[config.mk]
export PLATFORM = sky130hd
export DESIGN_NAME = sine_dds_gen
export DESIGN_NICKNAME = d
export VERILOG_FILES = /design/src/rtl/sdds_pkg.sv /design/src/rtl/sdds_cfg_regs.sv /design/src/rtl/sdds_phase_gen.sv /design/src/rtl/sdds_sine_lut.sv /design/src/rtl/sdds_scale_sat.sv /design/src/rtl/sine_dds_gen.sv
export SDC_FILE = /design/constraint.sdc
export NUM_CORES = 1
export LEC_CHECK = 0
export BUFFER_PORTS_ARGS = -buffer_cell sky130_fd_sc_hd__buf_4
export CORE_MARGIN = 3
export CORE_UTILIZATION = 45
export CTS_CLUSTER_SIZE = 8
export DETAILED_ROUTE_END_ITERATION = 16
export PLACE_DENSITY_LB_ADDON = 0.05
export SYNTH_ARGS = -nofsm -noshare
export SYNTH_HDL_FRONTEND = slang
export SYNTH_SLANG_ARGS = --single-unit
[constraint.sdc]
create_clock -name clk -period 11.2 [get_ports clk]
set_input_delay 0 -clock clk [delete_from_list [all_inputs] [get_ports clk]]
set_output_delay 0 -clock clk [all_outputs]
set_load 0.02 [all_outputs]
[src/rtl/sdds_pkg.sv]
package sdds_pkg;
  localparam int ACC_W  = 30;
  localparam int PH_W   = 20;
  localparam int LUT_AW = 6;
  localparam int DW     = 12;
  localparam int AMP_W  = 11;
  localparam int OFF_W  = 12;
  localparam int REG_W  = 32;

  typedef enum logic [1:0] {
    A_STEP  = 2'd0,
    A_PHASE = 2'd1,
    A_OFFS  = 2'd2,
    A_AMP   = 2'd3
  } reg_addr_e;

  typedef struct packed {
    logic [ACC_W-1:0]        step;
    logic [PH_W-1:0]         phase;
    logic signed [OFF_W-1:0] offs;
    logic [AMP_W-1:0]        amp;
  } wave_cfg_t;
endpackage

[src/rtl/sdds_cfg_regs.sv]
module sdds_cfg_regs
  import sdds_pkg::*;
#(
  parameter int RW = REG_W
) (
  input  logic          clk,
  input  logic          rst_n,
  input  logic          wr_en,
  input  logic [1:0]    addr,
  input  logic [RW-1:0] wdata,
  output logic [RW-1:0] rdata,
  input  logic          capture,
  input  logic          running,
  output wave_cfg_t     live,
  output wave_cfg_t     snap
);
  logic unused_wbits;
  assign unused_wbits = ^wdata[RW-1:ACC_W];

  always_ff @(posedge clk) begin
    if (!rst_n) begin
      live <= '0;
      snap <= '0;
    end else begin
      if (capture) snap <= live;
      if (wr_en) begin
        case (reg_addr_e'(addr))
          A_STEP:  live.step  <= wdata[ACC_W-1:0];
          A_PHASE: live.phase <= wdata[PH_W-1:0];
          A_OFFS:  live.offs  <= wdata[OFF_W-1:0];
          A_AMP:   live.amp   <= wdata[AMP_W-1:0];
          default: ;
        endcase
      end
    end
  end

  always_comb begin
    case (reg_addr_e'(addr))
      A_STEP:  rdata = {{(RW-ACC_W){1'b0}}, live.step};
      A_PHASE: rdata = {{(RW-PH_W){1'b0}}, live.phase};
      A_OFFS:  rdata = {{(RW-OFF_W){1'b0}}, live.offs};
      default: rdata = {{(RW-AMP_W){1'b0}}, live.amp};
    endcase
  end

  // captured settings stay frozen for the whole run
  p_frozen_r7: assert property (@(posedge clk) disable iff (!rst_n)
    (running && $past(running)) |-> $stable(snap));
endmodule

[src/rtl/sdds_phase_gen.sv]
module sdds_phase_gen
  import sdds_pkg::*;
#(
  parameter int AW = ACC_W,
  parameter int PW = PH_W
) (
  input  logic          clk,
  input  logic          rst_n,
  input  logic          run_en,
  input  logic          adv,
  input  logic [AW-1:0] step,
  input  logic [PW-1:0] phase_off,
  output logic          capture,
  output logic          running,
  output logic [PW-1:0] ph,
  output logic          ph_vld
);
  logic [AW-1:0] acc;

  assign capture = run_en && !running;

  always_ff @(posedge clk) begin
    if (!rst_n) begin
      running <= 1'b0;
      acc     <= '0;
      ph      <= '0;
      ph_vld  <= 1'b0;
    end else if (!run_en) begin
      running <= 1'b0;
      acc     <= '0;
      ph_vld  <= 1'b0;
    end else if (capture) begin
      running <= 1'b1;
      acc     <= '0;
      ph_vld  <= 1'b0;
    end else if (adv) begin
      acc    <= acc + step;
      ph     <= acc[AW-1 -: PW] + phase_off;
      ph_vld <= 1'b1;
    end
  end

  // every enable starts the accumulator from zero
  p_restart_r2: assert property (@(posedge clk) disable iff (!rst_n)
    (run_en && !running) |=> (running && acc == '0));
endmodule

[src/rtl/sdds_sine_lut.sv]
module sdds_sine_lut
  import sdds_pkg::*;
#(
  parameter int PW = PH_W,
  parameter int LA = LUT_AW,
  parameter int W  = DW
) (
  input  logic                clk,
  input  logic                rst_n,
  input  logic                adv,
  input  logic                flush,
  input  logic [PW-1:0]       ph_in,
  input  logic                v_in,
  output logic signed [W-1:0] sine,
  output logic                v_out
);
  localparam int QN   = 1 << LA;
  localparam int SMAX = (1 << (W - 1)) - 1;
  localparam int LOW  = PW - 2 - LA;

  function automatic int quarter_val(int j);
    real ang;
    ang = 3.14159265358979 * (real'(j) + 0.5) / (2.0 * real'(QN));
    return $rtoi(real'(SMAX) * $sin(ang) + 0.5);
  endfunction

  logic [W-2:0] tbl [QN];
  for (genvar i = 0; i < QN; i++) begin : g_tbl
    localparam int VAL = quarter_val(i);
    assign tbl[i] = VAL[W-2:0];
  end

  logic [1:0]          quad;
  logic [LA-1:0]       idx, midx;
  logic signed [W-1:0] mag, val;
  logic                unused_low;

  assign unused_low = ^ph_in[LOW-1:0];
  assign quad = ph_in[PW-1 -: 2];
  assign idx  = ph_in[PW-3 -: LA];
  assign midx = quad[0] ? ~idx : idx;
  assign mag  = {1'b0, tbl[midx]};
  assign val  = quad[1] ? -mag : mag;

  always_ff @(posedge clk) begin
    if (!rst_n) begin
      sine  <= '0;
      v_out <= 1'b0;
    end else if (flush) begin
      v_out <= 1'b0;
    end else if (adv) begin
      sine  <= val;
      v_out <= v_in;
    end
  end
endmodule

[src/rtl/sdds_scale_sat.sv]
module sdds_scale_sat
  import sdds_pkg::*;
#(
  parameter int W  = DW,
  parameter int AM = AMP_W,
  parameter int OW = OFF_W
) (
  input  logic                 clk,
  input  logic                 rst_n,
  input  logic                 adv,
  input  logic                 flush,
  input  logic signed [W-1:0]  sine,
  input  logic                 v_in,
  input  logic [AM-1:0]        amp,
  input  logic signed [OW-1:0] offs,
  output logic signed [W-1:0]  dout,
  output logic                 v_out
);
  localparam int PRW  = W + AM + 1;
  localparam int SW   = PRW + 1;
  localparam int MAXV = (1 << (W - 1)) - 1;
  localparam int MINV = -(1 << (W - 1));

  logic signed [PRW-1:0] prod, scaled;
  logic signed [SW-1:0]  sum;
  logic signed [W-1:0]   sat;

  assign prod   = PRW'(sine) * $signed({1'b0, amp});
  assign scaled = prod >>> AM;
  assign sum    = SW'(scaled) + SW'(offs);

  always_comb begin
    if (sum > SW'(MAXV))      sat = W'(MAXV);
    else if (sum < SW'(MINV)) sat = W'(MINV);
    else                      sat = sum[W-1:0];
  end

  always_ff @(posedge clk) begin
    if (!rst_n) begin
      dout  <= '0;
      v_out <= 1'b0;
    end else if (flush) begin
      v_out <= 1'b0;
    end else if (adv) begin
      dout  <= sat;
      v_out <= v_in;
    end
  end

  // zero amplitude leaves only the offset on the output
  p_zero_amp_r5: assert property (@(posedge clk) disable iff (!rst_n)
    (v_out && amp == '0) |-> (dout == W'(offs)));
endmodule

[src/rtl/sine_dds_gen.sv]
module sine_dds_gen
  import sdds_pkg::*;
(
  input  logic             clk,
  input  logic             rst_n,
  input  logic             cfg_we,
  input  logic [1:0]       cfg_addr,
  input  logic [REG_W-1:0] cfg_wdata,
  output logic [REG_W-1:0] cfg_rdata,
  input  logic             run_en,
  input  logic             smp_ready,
  output logic             smp_valid,
  output logic [DW-1:0]    smp_data
);
  wave_cfg_t            live, snap;
  logic                 capture, running, adv, flush;
  logic [PH_W-1:0]      ph;
  logic                 ph_vld, sin_vld;
  logic signed [DW-1:0] sine, dout;

  assign adv   = !(smp_valid && !smp_ready);
  assign flush = !run_en;

  sdds_cfg_regs #(.RW(REG_W)) u_cfg (
    .clk(clk), .rst_n(rst_n), .wr_en(cfg_we), .addr(cfg_addr),
    .wdata(cfg_wdata), .rdata(cfg_rdata), .capture(capture),
    .running(running), .live(live), .snap(snap)
  );

  sdds_phase_gen #(.AW(ACC_W), .PW(PH_W)) u_phase (
    .clk(clk), .rst_n(rst_n), .run_en(run_en), .adv(adv),
    .step(snap.step), .phase_off(snap.phase), .capture(capture),
    .running(running), .ph(ph), .ph_vld(ph_vld)
  );

  sdds_sine_lut #(.PW(PH_W), .LA(LUT_AW), .W(DW)) u_lut (
    .clk(clk), .rst_n(rst_n), .adv(adv), .flush(flush),
    .ph_in(ph), .v_in(ph_vld), .sine(sine), .v_out(sin_vld)
  );

  sdds_scale_sat #(.W(DW), .AM(AMP_W), .OW(OFF_W)) u_scale (
    .clk(clk), .rst_n(rst_n), .adv(adv), .flush(flush),
    .sine(sine), .v_in(sin_vld), .amp(snap.amp), .offs(snap.offs),
    .dout(dout), .v_out(smp_valid)
  );

  assign smp_data = smp_valid ? dout : DW'(live.offs);

  // a stalled sample stays valid and unchanged
  p_hold_r9: assert property (@(posedge clk) disable iff (!rst_n)
    (smp_valid && !smp_ready && run_en) |=> (smp_valid && $stable(smp_data)));

  // dropping the enable ends the stream on the next clock
  p_stop_r10: assert property (@(posedge clk) disable iff (!rst_n)
    !run_en |=> !smp_valid);
endmodule

==> summary.md <==
| Metric | Value |
|---|---|
| Pins Over Slew Limit | 0 |
| MaxCap Viol Count | 0 |
| Final worst path period share | 0.7341 |
| Ant. Diodes | 0 |
| CP peak stage delay | 0.62 ns |
| # clock sinks | between 200 and 250 |
| Leakage | 8.430 nW |
| Root Buffer | clkbuf_16 |
| Initial antenna violation count | 0 |
| Fill count | 3749 |
| Avg Synthesized Cell Area | 8.117 um^2 |
| Final setup viols | 0 |
| Reg area | roughly 4200 um^2 |
| CP Capture Type | flip-flop |
| Synthesized instance count | 2122 |
| Remaining global-route overflow | 0 |
| Total power | 1.763 mW |
| R2R Path Start | u_cfg.snap[5]$_SDFFE_PN0P_ |
| DR vias | 14680 |
| CTS tree | yes |
| Final Non-Filler Cells | ~2700 |
| # IOs | 84 |
| Die width | between 200 and 250 um |
| Layout cell share with drive strength beyond 1 | 0.09032 |
| Worst Reg-to-Reg Cells | 26 |
| Drt wl/cell | 18.01 um |
| Die H | just over 200 um |
| Placer Congestion | 0.8914 |
| Setup tns final | 0 ns |
| Setup Fix Bufs, Post-CTS | 0 |
| FF+latch count, synth | 212 |
| Asr flop ratio synth | 0 |
| Run status | complete, no violations |
| Die area | 40660 um^2 |
| Vias in the first global route | 14330 |
| Actual slew at the worst max-slew pin | 1.150 ns |
| YS warnings | 0 |
| Hold/Removal Path Class | input port to flip-flop |
| Hold_sp | cfg_we |
| Worst setup path endpoint | u_scale.dout[5]$_SDFFE_PN0P_ |
| DRC Markers | 0 |
| Utilization after layout | 0.5089 |
| Total CTS buffers | 31 |
| Post-synth EDFFs | 0 |
| Vias per cell | 5.497 |
| Register area share after synthesis | 0.2464 |
| Commonest register cell after synthesis | dfxtp_1 |
| Fmax | ~120 MHz |
| Maximum vdd drop | 0.0001053 V |
| WP data arrival | 8.70 ns |
| Slew headroom | 0.2307 |
| R2R Setup Slk | 2.98 ns |
| CP startpoint kind | flip-flop |
| Count of input and output buffers | 79 |
| Post-route ant nets | 0 |
| First-pass GRT wire length | 78.51 mm |
| Skew final | 0.01629 ns |
| NumNets Final | between 2000 and 2500 |
| Final hold vios | 0 |
| H-tree Lvls | 1 |
| WP buf/inv | 3 |
| Largest net degree at the start of global routing | 93 |
| Area delta synth->final | 11.28% |
| CP top delay family | adder cells |
| Worst path most repeated cell | fa_1 |
| Slowest cell on crit path | nor2_1 |
| CTS Buffer Depth | 3 |
| Row count | 71 |
| Cts repair resizes | 0 |
| Initial drt markers | 1000 |
| Post-detailed-placement half-perimeter wirelength | 35.32 mm |
| Unrepaired setup endpoints after global routing | false |
| Netlist cell types | 96 |
| Worst path depth | 26 |
| Placed Instances | between 2000 and 3000 |
| Multi-input logic area | 11730 um^2 |
| Clock-pin slew on the worst setup and hold paths | 0.05 ns |
| Gr usage total | 0.2369 |
| First-pass iteration count of the detailed router | 6 |
| Pwr Density | a little over 90 nW/um^2 |
| Required time worst endpoint | 11.68 ns |
| Final Critical Period | 8.221 ns |
| Starting Density | 0.4573 |
| WS Path Type | flip-flop to flip-flop |
| Final wirelength | 48.09 mm |
| Worst skew pair latency | approximately 0.54 ns |
| Worst Setup SP | u_cfg.snap[5]$_SDFFE_PN0P_ |
| Mapped cell area | 17230 um^2 |
| R2r endpoint | u_scale.dout[5]$_SDFFE_PN0P_ |
| Core area | ~38000 um^2 |
| Crit path max fanout | 13 |
[synth_stat cells, drive strengths merged (15+ instances only)]
master | number | share of area
nand2b | 19 | 0.0069
o21ai | 59 | 0.017
dfxtp | 212 | 0.25
mux2i | 17 | 0.010
a21o | 26 | 0.011
and2 | 58 | 0.021
fa | 126 | 0.15
xor2 | 32 | 0.020
a21oi | 246 | 0.072
buf | 35 | 0.014
nand3 | 23 | 0.0070
a211oi | 19 | 0.0086
mux2 | 16 | 0.011
nor2 | 82 | 0.018
inv | 182 | 0.040
nor2b | 15 | 0.0054
xnor2 | 50 | 0.026
nand2 | 484 | 0.11
ha | 119 | 0.086
clkbuf | 92 | 0.020
[layout make-up]
cell class,count,area share
multi-input combinational,1600,0.6117
sequential,212,0.2215
timing repair buffer,128,0.05444
clock buffer,33,0.04086
inverter,184,0.03616
tap,511,0.03336
clock inverter,2,0.002023
[flip-flops by register name, indices dropped and copies added, names as in the netlist]
| signal | flops |
|---|---|
| u_lut.sine | 12 |
| u_cfg.live | 73 |
| u_phase.acc | 30 |
| u_scale.dout | 12 |
| u_phase.ph | 8 |
| u_lut.v_out | 1 |
| u_cfg.snap | 73 |
| u_phase.ph_vld | 1 |
| u_scale.v_out | 1 |
| u_phase.running | 1 |
[report_power, final]
group	internal [mW]	total, mW	switching (mW)
registers	0.772	0.792	0.0203
clock network	0.505	0.821	0.316
logic	0.0559	0.150	0.0939
total	1.33	1.76	0.430
[worst min path at each step]
stage                                        to  cells past startpoint
floorplan           u_cfg.live[63]$_SDFFE_PN0P_                      2
global placement    u_cfg.live[63]$_SDFFE_PN0P_                      3
CTS                 u_cfg.live[20]$_SDFFE_PN0P_                      5
global route        u_cfg.live[29]$_SDFFE_PN0P_                      6
detailed placement  u_cfg.live[70]$_SDFFE_PN0P_                      3
finish              u_cfg.live[21]$_SDFFE_PN0P_                      5
[metal layers]
metal	GRT usage	part of all wire	vias up
met4	0.05358	0.021	0
met5	0	0	-
met1	0.3427	0.47	7093
met3	0.02314	0.044	64
li1	-	-	7159
met2	0.3855	0.46	361
[worst register-to-register path: stages, from the launching register on]
cell and delay [ns]:
dfxtp_1 0.61, nand2_1 0.15, fa_1 0.53, fa_1 0.52
inv_1 0.04, ha_1 0.31, fa_1 0.54, inv_1 0.05
fa_1 0.54, inv_1 0.04, ha_1 0.30, and3_1 0.16
a221oi_1 0.54, o21ai_1 0.32, a21oi_1 0.35, o21bai_1 0.14
a21oi_1 0.19, xnor2_1 0.22, ha_1 0.26, or2_2 0.14
o22a_1 0.15, a21boi_0 0.47, nand3_1 0.13, a22oi_1 0.40
o21ai_0 0.23, nor2_1 0.62, a221o_1 0.22
[kinds of logic (layout without fill, tap and decap cells)]
kind of cell,Yosys count,after routing,synth area share
AND/OR/NAND/NOR,756,756,0.1944
AO/OA/AOI/OAI,470,470,0.1697
buffers and inverters,311,347,0.07387
adder cells (fa/ha/maj),245,245,0.2329
flip-flops,212,212,0.2464
XOR/XNOR,82,82,0.04605
multiplexers,45,45,0.03646
other,1,2,0.0002177
[what timing repair did]
action	in CTS	in global routing
endpoints found under the setup margin	0	0
hold buffers	33	0
hold endpoints to repair	94	0
[through the flow]
step | instance area [um^2] | worst slack (ns) | hold slack (ns)
floorplan | 17230 | 4.376 | 0.1360
global placement | 18020 | 3.047 | 0.2518
detailed placement | 18020 | 2.996 | 0.2620
CTS | 19170 | 2.944 | 0.1223
global route | 19170 | 2.320 | 0.1691
finish | 19170 | 2.979 | 0.1279
[cells in the final DEF, fill, tap and decap left out, types with 15 or more instances in the layout]
cell type	count
nand2_1	482
a21oi_1	245
dfxtp_1	211
inv_1	178
fa_1	126
ha_1	119
buf_4	95
nor2_1	80
and2_1	58
o21ai_0	54
xnor2_1	48
dlygate4sd3_1	33
clkbuf_16	31
xor2_1	27
a21o_1	26
nand3_1	22
nand2b_1	18
a211oi_1	18
mux2i_1	16
mux2_2	15
(Power assumes the default switching activity.)
